### src/rtl/ows_pkg.sv
package ows_pkg;

   localparam int FIELD_BITS = 3;

   typedef enum logic [FIELD_BITS-1:0] {
      FLD_START = 3'd0,
      FLD_END   = 3'd1,
      FLD_BASE  = 3'd2,
      FLD_LIMIT = 3'd3,
      FLD_SIZE  = 3'd4,
      FLD_CTRL  = 3'd5
   } wfield_e;

   localparam logic [FIELD_BITS-1:0] GLB_PROTECT = 3'd0;
   localparam logic [FIELD_BITS-1:0] GLB_UPDATE  = 3'd1;

endpackage

### src/rtl/ows_slot.sv
module ows_slot
   import ows_pkg::*;
#(
   parameter int CW  = 12,
   parameter int AW  = 32,
   parameter int SZW = 14,
   parameter int DW  = 32
) (
   input  logic                  clk,
   input  logic                  rst_n,
   input  logic                  wr_en,
   input  logic [FIELD_BITS-1:0] wr_field,
   input  logic [DW-1:0]         wr_data,
   input  logic                  commit,
   output logic [2*CW-1:0]       act_start,
   output logic [2*CW-1:0]       act_end,
   output logic [AW-1:0]         act_base,
   output logic [AW-1:0]         act_limit,
   output logic [2*SZW-1:0]      act_size,
   output logic                  act_en
);
   localparam int PW = 2*CW;
   localparam int SW = 2*SZW;

   logic [PW-1:0] sh_start, sh_end;
   logic [AW-1:0] sh_base, sh_limit;
   logic [SW-1:0] sh_size;
   logic          sh_en;
   logic          unused_wdata;

   assign unused_wdata = ^wr_data;

   always_ff @(posedge clk or negedge rst_n) begin
      if (!rst_n) begin
         sh_start <= '0;
         sh_end   <= '0;
         sh_base  <= '0;
         sh_limit <= '0;
         sh_size  <= '0;
         sh_en    <= 1'b0;
      end else if (wr_en) begin
         case (wfield_e'(wr_field))
            FLD_START: sh_start <= wr_data[PW-1:0];
            FLD_END:   sh_end   <= wr_data[PW-1:0];
            FLD_BASE:  sh_base  <= wr_data[AW-1:0];
            FLD_LIMIT: sh_limit <= wr_data[AW-1:0];
            FLD_SIZE:  sh_size  <= wr_data[SW-1:0];
            FLD_CTRL:  sh_en    <= wr_data[0];
            default: ;
         endcase
      end
   end

   always_ff @(posedge clk or negedge rst_n) begin
      if (!rst_n) begin
         act_start <= '0;
         act_end   <= '0;
         act_base  <= '0;
         act_limit <= '0;
         act_size  <= '0;
         act_en    <= 1'b0;
      end else if (commit) begin
         act_start <= sh_start;
         act_end   <= sh_end;
         act_base  <= sh_base;
         act_limit <= sh_limit;
         act_size  <= sh_size;
         act_en    <= sh_en;
      end
   end

endmodule

### src/rtl/ows_cover.sv
module ows_cover #(
   parameter int CW = 12
) (
   input  logic [CW-1:0]   px,
   input  logic [CW-1:0]   py,
   input  logic [2*CW-1:0] start_w,
   input  logic [2*CW-1:0] end_w,
   input  logic            en,
   output logic            hit
);
   logic [CW-1:0] sx, sy, ex, ey;
   logic          in_x, in_y;

   assign sx = start_w[2*CW-1:CW];
   assign sy = start_w[CW-1:0];
   assign ex = end_w[2*CW-1:CW];
   assign ey = end_w[CW-1:0];

   assign in_x = (px >= sx) && (px <= ex);
   assign in_y = (py >= sy) && (py <= ey);
   assign hit  = en && in_x && in_y;

endmodule

### src/rtl/ows_pick.sv
module ows_pick #(
   parameter int NWIN    = 3,
   parameter bit OUT_REG = 1'b1,
   localparam int IW     = (NWIN > 1) ? $clog2(NWIN) : 1
) (
   input  logic            clk,
   input  logic            rst_n,
   input  logic [NWIN-1:0] hit_vec,
   input  logic [NWIN-1:0] en_vec,
   output logic            sel_hit,
   output logic [IW-1:0]   sel_win
);
   logic          any_c;
   logic [IW-1:0] idx_c;

   always_comb begin
      any_c = 1'b0;
      idx_c = '0;
      for (int w = 0; w < NWIN; w++) begin
         if (hit_vec[w]) begin
            any_c = 1'b1;
            idx_c = IW'(w);
         end
      end
   end

   generate
      if (OUT_REG) begin : g_reg
         always_ff @(posedge clk or negedge rst_n) begin
            if (!rst_n) begin
               sel_hit <= 1'b0;
               sel_win <= '0;
            end else begin
               sel_hit <= any_c;
               sel_win <= idx_c;
            end
         end

         // a reported window was enabled when the pixel was sampled
         a_r7_sel_enabled: assert property (@(posedge clk) disable iff (!rst_n)
            sel_hit |-> ((($past(en_vec) >> sel_win) & NWIN'(1)) != '0))
            else $error("selected window was disabled");

         // nothing above the reported window covered the pixel
         a_r1_no_higher_hit: assert property (@(posedge clk) disable iff (!rst_n)
            sel_hit |-> ((($past(hit_vec) >> sel_win) >> 1) == '0))
            else $error("higher window was skipped");

         // an empty cover vector yields no selection and index 0
         a_r11_none_is_zero: assert property (@(posedge clk) disable iff (!rst_n)
            (hit_vec == '0) |=> (!sel_hit && sel_win == '0))
            else $error("selection without cover");
      end else begin : g_comb
         logic unused_clk;
         assign unused_clk = clk ^ rst_n ^ (^en_vec);
         assign sel_hit = any_c;
         assign sel_win = idx_c;
      end
   endgenerate

endmodule

### src/rtl/overlay_win_shadow.sv
module overlay_win_shadow
   import ows_pkg::*;
#(
   parameter int NWIN    = 3,
   parameter int CW      = 12,
   parameter int AW      = 32,
   parameter int SZW     = 14,
   parameter int DW      = 32,
   parameter int RAW     = 5,
   parameter bit OUT_REG = 1'b1,
   localparam int PW     = 2*CW,
   localparam int SW     = 2*SZW,
   localparam int IW     = (NWIN > 1) ? $clog2(NWIN) : 1
) (
   input  logic               clk,
   input  logic               rst_n,
   input  logic               wr_en,
   input  logic [RAW-1:0]     wr_addr,
   input  logic [DW-1:0]      wr_data,
   input  logic               frame_start,
   input  logic [CW-1:0]      pix_x,
   input  logic [CW-1:0]      pix_y,
   output logic               upd_pending,
   output logic [NWIN-1:0]    act_en,
   output logic [NWIN*PW-1:0] act_start,
   output logic [NWIN*PW-1:0] act_end,
   output logic [NWIN*AW-1:0] act_base,
   output logic [NWIN*AW-1:0] act_limit,
   output logic [NWIN*SZW-1:0] act_line_off,
   output logic [NWIN*SZW-1:0] act_line_bytes,
   output logic               sel_hit,
   output logic [IW-1:0]      sel_win
);
   localparam int GW = RAW - FIELD_BITS;

   initial begin
      assert (GW >= 1 && NWIN >= 1 && NWIN < (1 << GW))
         else $error("address space too small for NWIN windows plus global group");
      assert (PW <= DW && AW <= DW && SW <= DW)
         else $error("field wider than the write data bus");
   end

   logic [GW-1:0]         grp;
   logic [FIELD_BITS-1:0] fld;
   logic                  glb_wr, req_set, commit;
   logic                  prot_q, pend_q;
   logic [NWIN-1:0]       hit_vec;

   assign grp     = wr_addr[RAW-1:FIELD_BITS];
   assign fld     = wr_addr[FIELD_BITS-1:0];
   assign glb_wr  = wr_en && (grp == GW'(NWIN));
   assign req_set = glb_wr && (fld == GLB_UPDATE) && wr_data[0];
   assign commit  = frame_start && pend_q && !prot_q;

   always_ff @(posedge clk or negedge rst_n) begin
      if (!rst_n) begin
         prot_q <= 1'b0;
         pend_q <= 1'b0;
      end else begin
         if (glb_wr && fld == GLB_PROTECT)
            prot_q <= wr_data[0];
         pend_q <= req_set || (pend_q && !commit);
      end
   end

   assign upd_pending = pend_q;

   generate
      for (genvar w = 0; w < NWIN; w++) begin : g_win
         logic [PW-1:0] st_w, en_w;
         logic [SW-1:0] sz_w;

         ows_slot #(.CW(CW), .AW(AW), .SZW(SZW), .DW(DW)) u_slot (
            .clk       (clk),
            .rst_n     (rst_n),
            .wr_en     (wr_en && (grp == GW'(w))),
            .wr_field  (fld),
            .wr_data   (wr_data),
            .commit    (commit),
            .act_start (st_w),
            .act_end   (en_w),
            .act_base  (act_base[w*AW +: AW]),
            .act_limit (act_limit[w*AW +: AW]),
            .act_size  (sz_w),
            .act_en    (act_en[w])
         );

         ows_cover #(.CW(CW)) u_cover (
            .px      (pix_x),
            .py      (pix_y),
            .start_w (st_w),
            .end_w   (en_w),
            .en      (act_en[w]),
            .hit     (hit_vec[w])
         );

         assign act_start[w*PW +: PW]        = st_w;
         assign act_end[w*PW +: PW]          = en_w;
         assign act_line_off[w*SZW +: SZW]   = sz_w[SW-1:SZW];
         assign act_line_bytes[w*SZW +: SZW] = sz_w[SZW-1:0];
      end
   endgenerate

   ows_pick #(.NWIN(NWIN), .OUT_REG(OUT_REG)) u_pick (
      .clk     (clk),
      .rst_n   (rst_n),
      .hit_vec (hit_vec),
      .en_vec  (act_en),
      .sel_hit (sel_hit),
      .sel_win (sel_win)
   );

   // a protected frame start leaves the active copy untouched
   a_r4_protect_holds_active: assert property (@(posedge clk) disable iff (!rst_n)
      (frame_start && prot_q) |=> ($stable(act_en) && $stable(act_start) && $stable(act_end)
                                   && $stable(act_base) && $stable(act_limit)))
      else $error("active copy changed under protect");

   // the active copy moves only on a frame start
   a_r5_quiet_between_frames: assert property (@(posedge clk) disable iff (!rst_n)
      !frame_start |=> ($stable(act_en) && $stable(act_start) && $stable(act_end)
                        && $stable(act_line_off) && $stable(act_line_bytes)))
      else $error("active copy changed without frame start");

   // an honoured request clears itself
   a_r5_commit_clears: assert property (@(posedge clk) disable iff (!rst_n)
      (frame_start && pend_q && !prot_q && !req_set) |=> !upd_pending)
      else $error("update request did not self-clear");

   // protect keeps a request waiting
   a_r6_pending_kept: assert property (@(posedge clk) disable iff (!rst_n)
      (pend_q && prot_q) |=> upd_pending)
      else $error("pending request lost under protect");

endmodule

### config.mk
export PLATFORM = sky130hd
export DESIGN_NAME = overlay_win_shadow
export DESIGN_NICKNAME = d
export VERILOG_FILES = /design/src/rtl/ows_pkg.sv /design/src/rtl/ows_slot.sv /design/src/rtl/ows_cover.sv /design/src/rtl/ows_pick.sv /design/src/rtl/overlay_win_shadow.sv
export SDC_FILE = /design/constraint.sdc
export NUM_CORES = 1
export LEC_CHECK = 0
export ABC_AREA = 1
export BUFFER_PORTS_ARGS = -buffer_cell sky130_fd_sc_hd__buf_2
export CORE_MARGIN = 1
export CORE_UTILIZATION = 50
export CTS_CLUSTER_DIAMETER = 200
export CTS_CLUSTER_SIZE = 25
export DETAILED_ROUTE_END_ITERATION = 10
export PLACE_DENSITY = 0.75
export SLEW_MARGIN = 10
export SYNTH_ARGS = -nofsm -noshare
export SYNTH_HDL_FRONTEND = slang
export SYNTH_SLANG_ARGS = --single-unit
### constraint.sdc
create_clock -name clk -period 1.7 [get_ports clk]
set_input_delay 0 -clock clk [delete_from_list [all_inputs] [get_ports clk]]
set_output_delay 0 -clock clk [all_outputs]
set_load 0.05 [all_outputs]
-- Word-level counts from Yosys, hierarchy flattened
Index checks and enable logic that the tools add are counted.
- add/subtract/negate cells: 0
- order comparisons: 12
- div/mod/pow operators: 0
- shift operators: 0
- equal/unequal tests: 8
- mux-type cells: 5
- $mul: 0
- reductions and logical operators: 45
- bitwise gates (word level): 0
- operators by type and width (operator ; number):
    $ge A12 B12 Y1 ; 6
    $le A12 B12 Y1 ; 6
    $reduce_and A2 Y1 ; 18
    $logic_and A1 B1 Y1 ; 22
    $eq A3 B2 Y1 const B ; 2
    $eq A3 B3 Y1 const B ; 2
    $eq A2 B2 Y1 const B ; 2
    $mux W1 ; 4
    $eq A3 B1 Y1 const B ; 1
    $logic_not A3 Y1 ; 1
    $eq A2 B1 Y1 const B ; 1
    $logic_not A1 Y1 ; 2
    $logic_not A2 Y1 ; 1
    $mux W2 ; 1
    $logic_or A1 B1 Y1 ; 1
- latch bits: 0
- input port bits: 65
- output and inout port bits: 427
- memories: 0
- logic and storage cells: 110
- RAM bits: 0
- flip-flop bits (word level): 851
- bits in read-only memories: 0

-- Longest topological paths before layout
Gate-level depths: netlist of run 1.
- depth in word-level cells: 7
- gate-level depth with buffers: 14
- gate-level depth less buffers: 14

-- By module
A second synthesis of run 1 with hierarchy kept.
- cell total of the unflattened synthesis: 4337
- area, all modules: 37249.5 um^2
- modules (own cells, without submodules) (module ; cells each ; times used ; area an instance (um^2)):
    ows_slot ; 1216 ; 3 ; 11013.1
    ows_cover ; 219 ; 3 ; 1322.5
    overlay_win_shadow ; 25 ; 1 ; 152.6
    ows_pick ; 7 ; 1 ; 90.1

-- Worst setup path before layout of run 1
No wires, ideal clock.
- kind: reg2reg
- start point: register g_win[2].u_slot.act_start[23]
- end point: register u_pick.sel_win[0]
- cell stages (with the launch flop): 11
- slack: -110 ps
- library setup time: 120 ps
- path buffers: 0
- clock period less this slack: 1810 ps
- arrival time: 1690 ps
- cells stage by stage: dfrtp_1 inv_1 ha_1 nand2_1 nor2_1 and2_1 nand2_1 nand4_1 nand3_1 nor2_1 nor2_1
- word-level cells in the longest chain between the ends: 5
- ends and longest elaborated chain (what ; line ; text):
    from (decl) ; ows_slot.sv:15 ; output logic [2*CW-1:0] act_start,
    from (signal assigned) ; ows_slot.sv:63 ; act_start <= sh_start;
    $ge A12 B12 Y1 ; ows_cover.sv:19 ; assign in_x = (px >= sx) && (px <= ex);
    $logic_and A1 B1 Y1 ; ows_cover.sv:19 ;
    $logic_and A1 B1 Y1 (2 in a row) ; ows_cover.sv:21 ; assign hit = en && in_x && in_y;
    via g_win[2].u_cover.hit ; ows_cover.sv:9 ; output logic hit
    $mux W2 ; ows_pick.sv:20 ; if (hit_vec[w]) begin
    via u_pick.idx_c[0] ; ows_pick.sv:14 ; logic [IW-1:0] idx_c;
    to (signal assigned) ; ows_pick.sv:35 ; sel_win <= idx_c;
    to (decl) ; ows_pick.sv:11 ; output logic [IW-1:0] sel_win
The timed path passes the listed nets, and every way through them passes these cells.
A chain may end at the register's enable or synchronous reset.

-- Worst setup path after layout of run 1
- start point: register g_win[1].u_slot.act_start[23]
- end point: register u_pick.sel_win[0]
- word-level cells in the longest chain between the ends: 6
- ends and longest elaborated chain (what ; line):
    from (decl) ; ows_slot.sv:15
    from (signal assigned) ; ows_slot.sv:63
    $ge A12 B12 Y1 ; ows_cover.sv:19
    $logic_and A1 B1 Y1 ; ows_cover.sv:19
    $logic_and A1 B1 Y1 (2 in a row) ; ows_cover.sv:21
    $mux W1 ; ows_pick.sv:20
    $mux W2 ; ows_pick.sv:20
    via u_pick.idx_c[0] ; ows_pick.sv:14
The timed path passes the listed nets, and every way through them passes these cells.

==> metrics, run 1 <==
ys async rst share 100%; GR Util All Layers between 20% and 30%; EDFF count, synth 0; routed vias/inst 5.30; Synth top area share 61.5%; Slew Limit Fails 0; routed vias about 25000; Post-Route Utilization 59.9%; Gate Count Post-Synth around 3200; switch share 47.9%; PwrDens 1970 nW/um^2; Die Y roughly 270 um; routability cong. 0.913; CP Capture Type flop; HP Start wr_en; DR WL met2 46.7 mm; register share of total power 39.0%; hold endpoint g_win[2].u_slot.sh_en; Tot Pwr ~80 mW; Hold Crit Class primary input to flop; crit path DAT 2.26 ns; WP data required 2.23 ns; clock buffer depth 3; largest net degree at the start of global routing just under 70; Max Freq 577 MHz; synth top area cells dfrtp_1, mux2_2, nand2_1; Worst R2R Start g_win[1].u_slot.act_start[23]; Starting DRT DRC Count 1989; met3 WL post-DR 6.18 mm; Mapped Area about 35000 sq um; first-pass GRT wire length 143 mm; RSZ-0062 raised after global routing yes; ANT nets after route 0; fraction of layout cells with a size suffix above 1 29.2%; worst-margin pin slew 0.970 ns; Seq/Total Area, Yosys slightly above 60%; initial antenna violation count 15; WS Path Type flop to flop; # DRC 0; TritonCTS Buffers 40; grt ovf 0; syn_area_per_cell approximately 11 sq um; Synth Warn # 0; Die X-Extent 265 um; Syn Nets around 3400; final hold vios 0; worst-skew pair later-pin latency 0.61 ns; Worst R2R End u_pick.sel_win[0]; Sum Neg Setup Slack -0.0557 ns; H-Tree Depth 2; IO Pins 492; Max transition margin a little over a third; most frequent cell after synthesis dfrtp_1; Top Metal Used met5; Clk Tree Root Cell clkbuf_16; Pleak 21.9 nW; WL met1 40.1 mm; worst slack at placement -0.409 ns; Commonest cells post-synth dfrtp_1, nand2_1, o21ai_0, mux2_2, inv_1; Post-synth top flop dfrtp_1; Reg clk slew, reported paths roughly 0.11 ns; fin crit share 102%; hold slack final 0.0378 ns; router iterations before antenna repair 5; internal reg-to-reg setup slack -0.03 ns; placed cell count between 4000 and 5000; area grow syn2layout 18.7%; maximum vdd drop 1.71 mV; Core Region between 60000 and 70000 sq um; outcome complete, but fails checks; Clock Power Share 13.5%; Comb pwr share 47.6%; Max-Cap Viols 0; Psw 38.8 mW; hold depth 5; Detail Placement HPWL 65.9 mm; P_int about 42 mW; Design Area, Final 41100 sq um; multi-input logic area 11700 sq um; fin crit period 1.73 ns; drt wl/cell between 20 and 25 um; Post-layout nets a little under 4000; Final setup viols 2; unique cell type count in the Yosys netlist 31; failing checks negative setup slack; num rows 96; r2r worst-path depth 10; maximum net fanout on the critical path 2; post-synthesis register bit count roughly 850; post-synth top area cell dfrtp_1; detailed-route wire length between 90 and 100 mm; DP Area approximately 40000 sq um; clock sink total 851; clk_skew 0.0373 ns; FF+latch area 21400 sq um; non-filler cells, final 4675; min setup slack post-route -0.0327 ns; Buffers on Ports 491; startpoint types flop; number of global-route vias before repair 24000; CTS tree done; die area 70300 sq um; Starting Density 50.5%; Filler cells 5549
[cell usage in the layout, fill, tap and decap left out, types with 3 or more instances in the layout]
cell and instances:
a21o_1 7, a21oi_1 178, a31oi_1 4, and2_1 5, and2_4 3, buf_12 38, buf_16 3, buf_2 490
buf_4 116, buf_6 4, clkbuf_1 13, clkbuf_16 48, dfrtp_1 800, dfrtp_2 51, diode_2 5, dlygate4sd3_1 40
ha_1 138, ha_4 6, inv_1 228, inv_2 7, mux2_2 289, nand2_1 595, nand2_2 13, nand3_1 16
nand4_1 15, nor2_1 171, nor2_2 7, nor3_2 4, nor3_4 4, o21a_1 3, o21ai_0 340, o21ai_1 84
o21bai_1 5
[cell families (layout without fill, tap and decap cells)]
| kind of cell | after synthesis | in the layout | synth area share [%] |
|---|---|---|---|
| simple gates | 841 | 841 | 9.67 |
| other cells | 0 | 5 | 0 |
| fa+ha+maj | 144 | 144 | 5.20 |
| flops | 851 | 851 | 61.5 |
| buf+inv | 408 | 991 | 5.06 |
| compound gates | 623 | 623 | 9.15 |
| mux | 289 | 289 | 9.40 |
[power by group through the flow]
stage          Combinational [mW]  Clock (mW)  Sequential, mW
2_1_floorplan                10.1           0            48.4
3_3_place_gp                 37.2           0            31.7
3_5_place_dp                 38.0           0            31.9
4_1_cts                      38.3        11.2            31.6
5_1_grt                      40.9        11.8            32.3
6_report                     38.6        10.9            31.6
[routing by layer]
| layer | up-vias | GRT usage, % |
|---|---|---|
| li1 | 11500 | - |
| met1 | 12300 | 36.3 |
| met2 | 811 | 44.4 |
| met3 | 157 | 4.05 |
| met4 | 2 | 8.14 |
| met5 | - | 0 |
[worst max-delay path: stages, from the launching register on]
cell and delay [ns]:
dfrtp_2 0.37, inv_2 0.05, ha_4 0.26, nand2_2 0.06
nor2_2 0.11, nand2_1 0.08, nor2_1 0.10, nand2_1 0.10
a21boi_4 0.21, nand4_1 0.19, nor2_1 0.13
[worst max path at each step]
| stage | startpoint | to | cells past startpoint |
|---|---|---|---|
| finish | g_win[1].u_slot.act_start[23] | u_pick.sel_win[0] | 10 |
| global route | g_win[1].u_slot.act_start[23] | u_pick.sel_win[0] | 10 |
| CTS | g_win[1].u_slot.act_start[21] | u_pick.sel_win[0] | 10 |
| detailed placement | g_win[1].u_slot.act_start[23] | u_pick.sel_hit | 11 |
| global placement | g_win[1].u_slot.act_start[23] | u_pick.sel_win[0] | 11 |
| floorplan | g_win[2].u_slot.act_start[10] | u_pick.sel_win[0] | 10 |
[cell type report]
class                           instances  share of cell area, %
Inverter                              235                   2.15
Tap cell                              931                   2.84
Timing Repair Buffer                  699                   11.7
Antenna cell                            5                 0.0305
Sequential cell                       851                   52.0
Multi-Input combinational cell       1897                   28.6
Clock buffer                           54                   2.62
Clock inverter                          3                  0.116
[registers in the layout, indices dropped and copies added (netlist names), 72 cells and up]
register and flops:
g_win.u_slot.act_end 72, g_win.u_slot.sh_limit 96, g_win.u_slot.sh_start 72, g_win.u_slot.sh_end 72
g_win.u_slot.act_start 72, g_win.u_slot.sh_base 96, g_win.u_slot.act_size 84, g_win.u_slot.sh_size 84
g_win.u_slot.act_limit 96, g_win.u_slot.act_base 96
[timing repair]
item	in CTS	in global routing
pin swaps	12	15
endpoints found under the hold margin	1241	0
buffers inserted	2	10
setup endpoints to repair	2	149
gates cloned	0	8
hold buffers	41	0
resized for setup	14	28
Note: power is estimated with default switching activity, not from simulation.
==> inputs of run 2 (changes only) <==
Settings changed: ABC_AREA 1 to default.
==> run 2 against run 1 <==
Compared with the run above: the run still ends with negative setup slack left; combinational power down 72%; utilization rose by 1.6 points; clock power is essentially flat; final area is 3.5% higher; die area grew 1.3%; synthesized cell count shrank 26%; worst hold slack worse by 0.0028 ns; count of clock-buffer cells in the layout is 3 lower.
==> metrics, run 2 <==
CP Capture Type flop; most frequent cells in the layout mux2_2, dfrtp_1, buf_2; Starting Density 50.8% (+0.32 points); number of global-route vias before repair 23500 (-2.2%); outcome complete, but fails checks; startpoint types flop; worst-skew pair later-pin latency 0.60 ns (about the same); worst path cell trace inv_2, ha_4, nor2b_1, o211ai_1, a211oi_1, a2111oi_1, nor2_1, nor4_2, or3_1; PwrDens 1090 nW/um^2 (-45%); routability cong. 0.891 (-2.4%); Final setup viols 3 (+1); Pleak 22.2 nW (+1.3%); Reg clk slew, reported paths 0.10 ns (about the same); fraction of layout cells with a size suffix above 1 56.8% (+28 points); worst path buffer plus inverter count 1 (unchanged); Die Y 267 um (+0.67%); maximum vdd drop 1.05 mV (-38%); clock sink total 851 (unchanged); H-Tree Depth 2 (unchanged); clk_skew 0.0272 ns (-0.0101 ns); routed vias/inst 5.45 (+2.9%); final hold vios 0 (unchanged); ys async rst share 100% (unchanged); post-synth top area cell dfrtp_1; CP max stage delay 0.38 ns (about the same); initial antenna violation count 9 (-6); routed vias 21800 (-12%); most frequent cell after synthesis dfrtp_1; post-synthesis register bit count 851 (unchanged); failing checks negative setup slack; Post-layout nets 3254 (-17%); hold slack final 0.0350 ns (-0.00276 ns); worst-margin pin slew 0.828 ns (-0.142 ns); IO Pins 492 (unchanged); Mapped Area 35100 sq um (+1.3%); crit path DAT 2.63 ns (+0.37 ns); EDFF count, synth 0 (unchanged); maximum net fanout on the critical path 2 (unchanged); grt ovf 0 (unchanged); Clk Tree Root Cell clkbuf_16; fin crit period 2.16 ns (+0.432 ns); Filler cells 5266 (-5.1%); Max transition margin 44.6% (+9.5 points); slowest CP cell dfrtp_2; clock buffer depth 3 (unchanged); synth top area cells dfrtp_1, mux2_2, ha_1; largest net degree at the start of global routing 83 (+20%); Post-Route Utilization 61.5% (+1.6 points); unique cell type count in the Yosys netlist 47 (+52%); Buffers on Ports 491 (unchanged); num rows 96 (unchanged); Commonest cells post-synth dfrtp_1, mux2_2, ha_1, inv_1, buf_2; Synth top area share 60.7% (-0.82 points); fin crit share 127% (+25 points); Slew Limit Fails 0 (unchanged); drt wl/cell 23.7 um (+16%); Starting DRT DRC Count 1267 (-36%); WS Path Type flop to flop; Max Freq 462 MHz (-20%); Sum Neg Setup Slack -1.25 ns (-1.19 ns); RSZ-0062 raised after global routing yes; Post-synth top flop dfrtp_1; Core Region 69100 sq um (+0.70%); Syn Nets 2537 (-25%); first-pass GRT wire length 142 mm (-0.76%); Max-Cap Viols 0 (unchanged); Hold Crit Class primary input to flop; detailed-route wire length 94.8 mm (-1.2%); Die X-Extent 267 um (+0.67%); min setup slack post-route -0.464 ns (-0.432 ns); # DRC 0 (unchanged); area grow syn2layout 21.1%; WP data required 2.17 ns (-0.06 ns); router iterations before antenna repair 5 (unchanged); worst slack at placement -0.598 ns (-0.189 ns); Detail Placement HPWL 67.3 mm (+2.1%); most common cell after layout, fill and taps aside mux2_2; Gate Count Post-Synth 2328 (-26%); ANT nets after route 0 (unchanged); Seq/Total Area, Yosys 60.7% (-0.82 points); Synth Warn # 0 (unchanged); die area 71200 sq um (+1.3%); CTS tree done; syn_area_per_cell 15.1 sq um (+37%); TritonCTS Buffers 40 (unchanged); Crit path max-delay family simple AND/OR/NAND/NOR gates; GR Util All Layers 26.6% (-0.072 points)
-- run 2: path summary, 6_finish.rpt --
path | cells past startpoint | start | slack, ns | endpoint
worst max-delay path | 9 | g_win[1].u_slot.act_end[1] | -0.46 | u_pick.sel_hit
worst min-delay path | 2 | wr_data[2] | 0.04 | g_win[2].u_slot.sh_limit[2]
worst max register to register | 9 | g_win[1].u_slot.act_end[1] | -0.46 | u_pick.sel_hit
worst min register to register | 1 | g_win[0].u_slot.sh_base[28] | 0.49 | g_win[0].u_slot.act_base[28]
max in group asynchronous | 3 | rst_n | 0.32 | g_win[1].u_slot.act_end[3]
min in group asynchronous | 3 | rst_n | 0.13 | g_win[2].u_slot.act_start[13]
-- run 2: cell type report --
type / count / area [sq um] / share of cell area, %
clock buffer: 51 / 1040 / 2.45
inverter: 137 / 514 / 1.21
timing repair buffer: 787 / 5420 / 12.8
sequential: 851 / 21300 / 50.2
multi-input combinational: 1228 / 12900 / 30.4
clock inverter: 3 / 55.1 / 0.130
antenna: 6 / 15.0 / 0.0353
tap: 931 / 1160 / 2.74
-- run 2: routing by layer --
layer  up-vias  part of all wire (%)  track usage [%]
li1       9610                     -                -
met1     11400                    42             34.9
met2       570                    48             43.8
met3       177                   5.9             5.43
met4         8                   3.7             9.82
met5         -                 0.093                0
-- run 2: report_power, final --
group | switching [mW] | internal (mW) | total, mW
Clock | 6.34 | 4.40 | 10.7
Combinational | 6.69 | 4.10 | 10.8
Sequential | 1.53 | 23.1 | 24.7
Total | 14.6 | 31.6 | 46.2
-- run 2: cell families (layout without fill, tap and decap cells) --
family | after synthesis | count (layout) | synth area share [%]
DFF | 851 | 851 | 60.7
muxes | 847 | 847 | 27.2
buffers and inverters | 249 | 978 | 2.94
adders and majority gates | 144 | 144 | 5.13
and+or+nand+nor | 129 | 129 | 2.03
AOI/OAI and AO/OA | 108 | 108 | 2.02
other | 0 | 6 | 0
-- run 2: worst reg2reg max path, delay by kind of cell, from the launching register on --
kind | cells | cell delay, ns
AND/OR/NAND/NOR | 4 | 0.88
AO/OA/AOI/OAI | 3 | 0.48
flip-flops | 1 | 0.38
adder cells (fa/ha/maj) | 1 | 0.26
buffers and inverters | 1 | 0.05
-- run 2: repair_timing --
| item | CTS | global route |
|---|---|---|
| setup endpoints to repair | 3 | 120 |
| setup buffers | 0 | 9 |
| hold buffers | 24 | 0 |
| pin swaps | 15 | 4 |
| gates resized for setup | 13 | 10 |
| cloned | 0 | 4 |
| endpoints found under the hold margin | 981 | 0 |
-- run 2: through the flow --
stage	instances	power [mW]	area [sq um]
floorplan	2328	31.7	35200
global placement	3898	35.2	40900
detailed placement	3898	35.8	40900
CTS	3975	46.5	42300
global route	3988	48.1	42500
finish	3994	46.2	42500
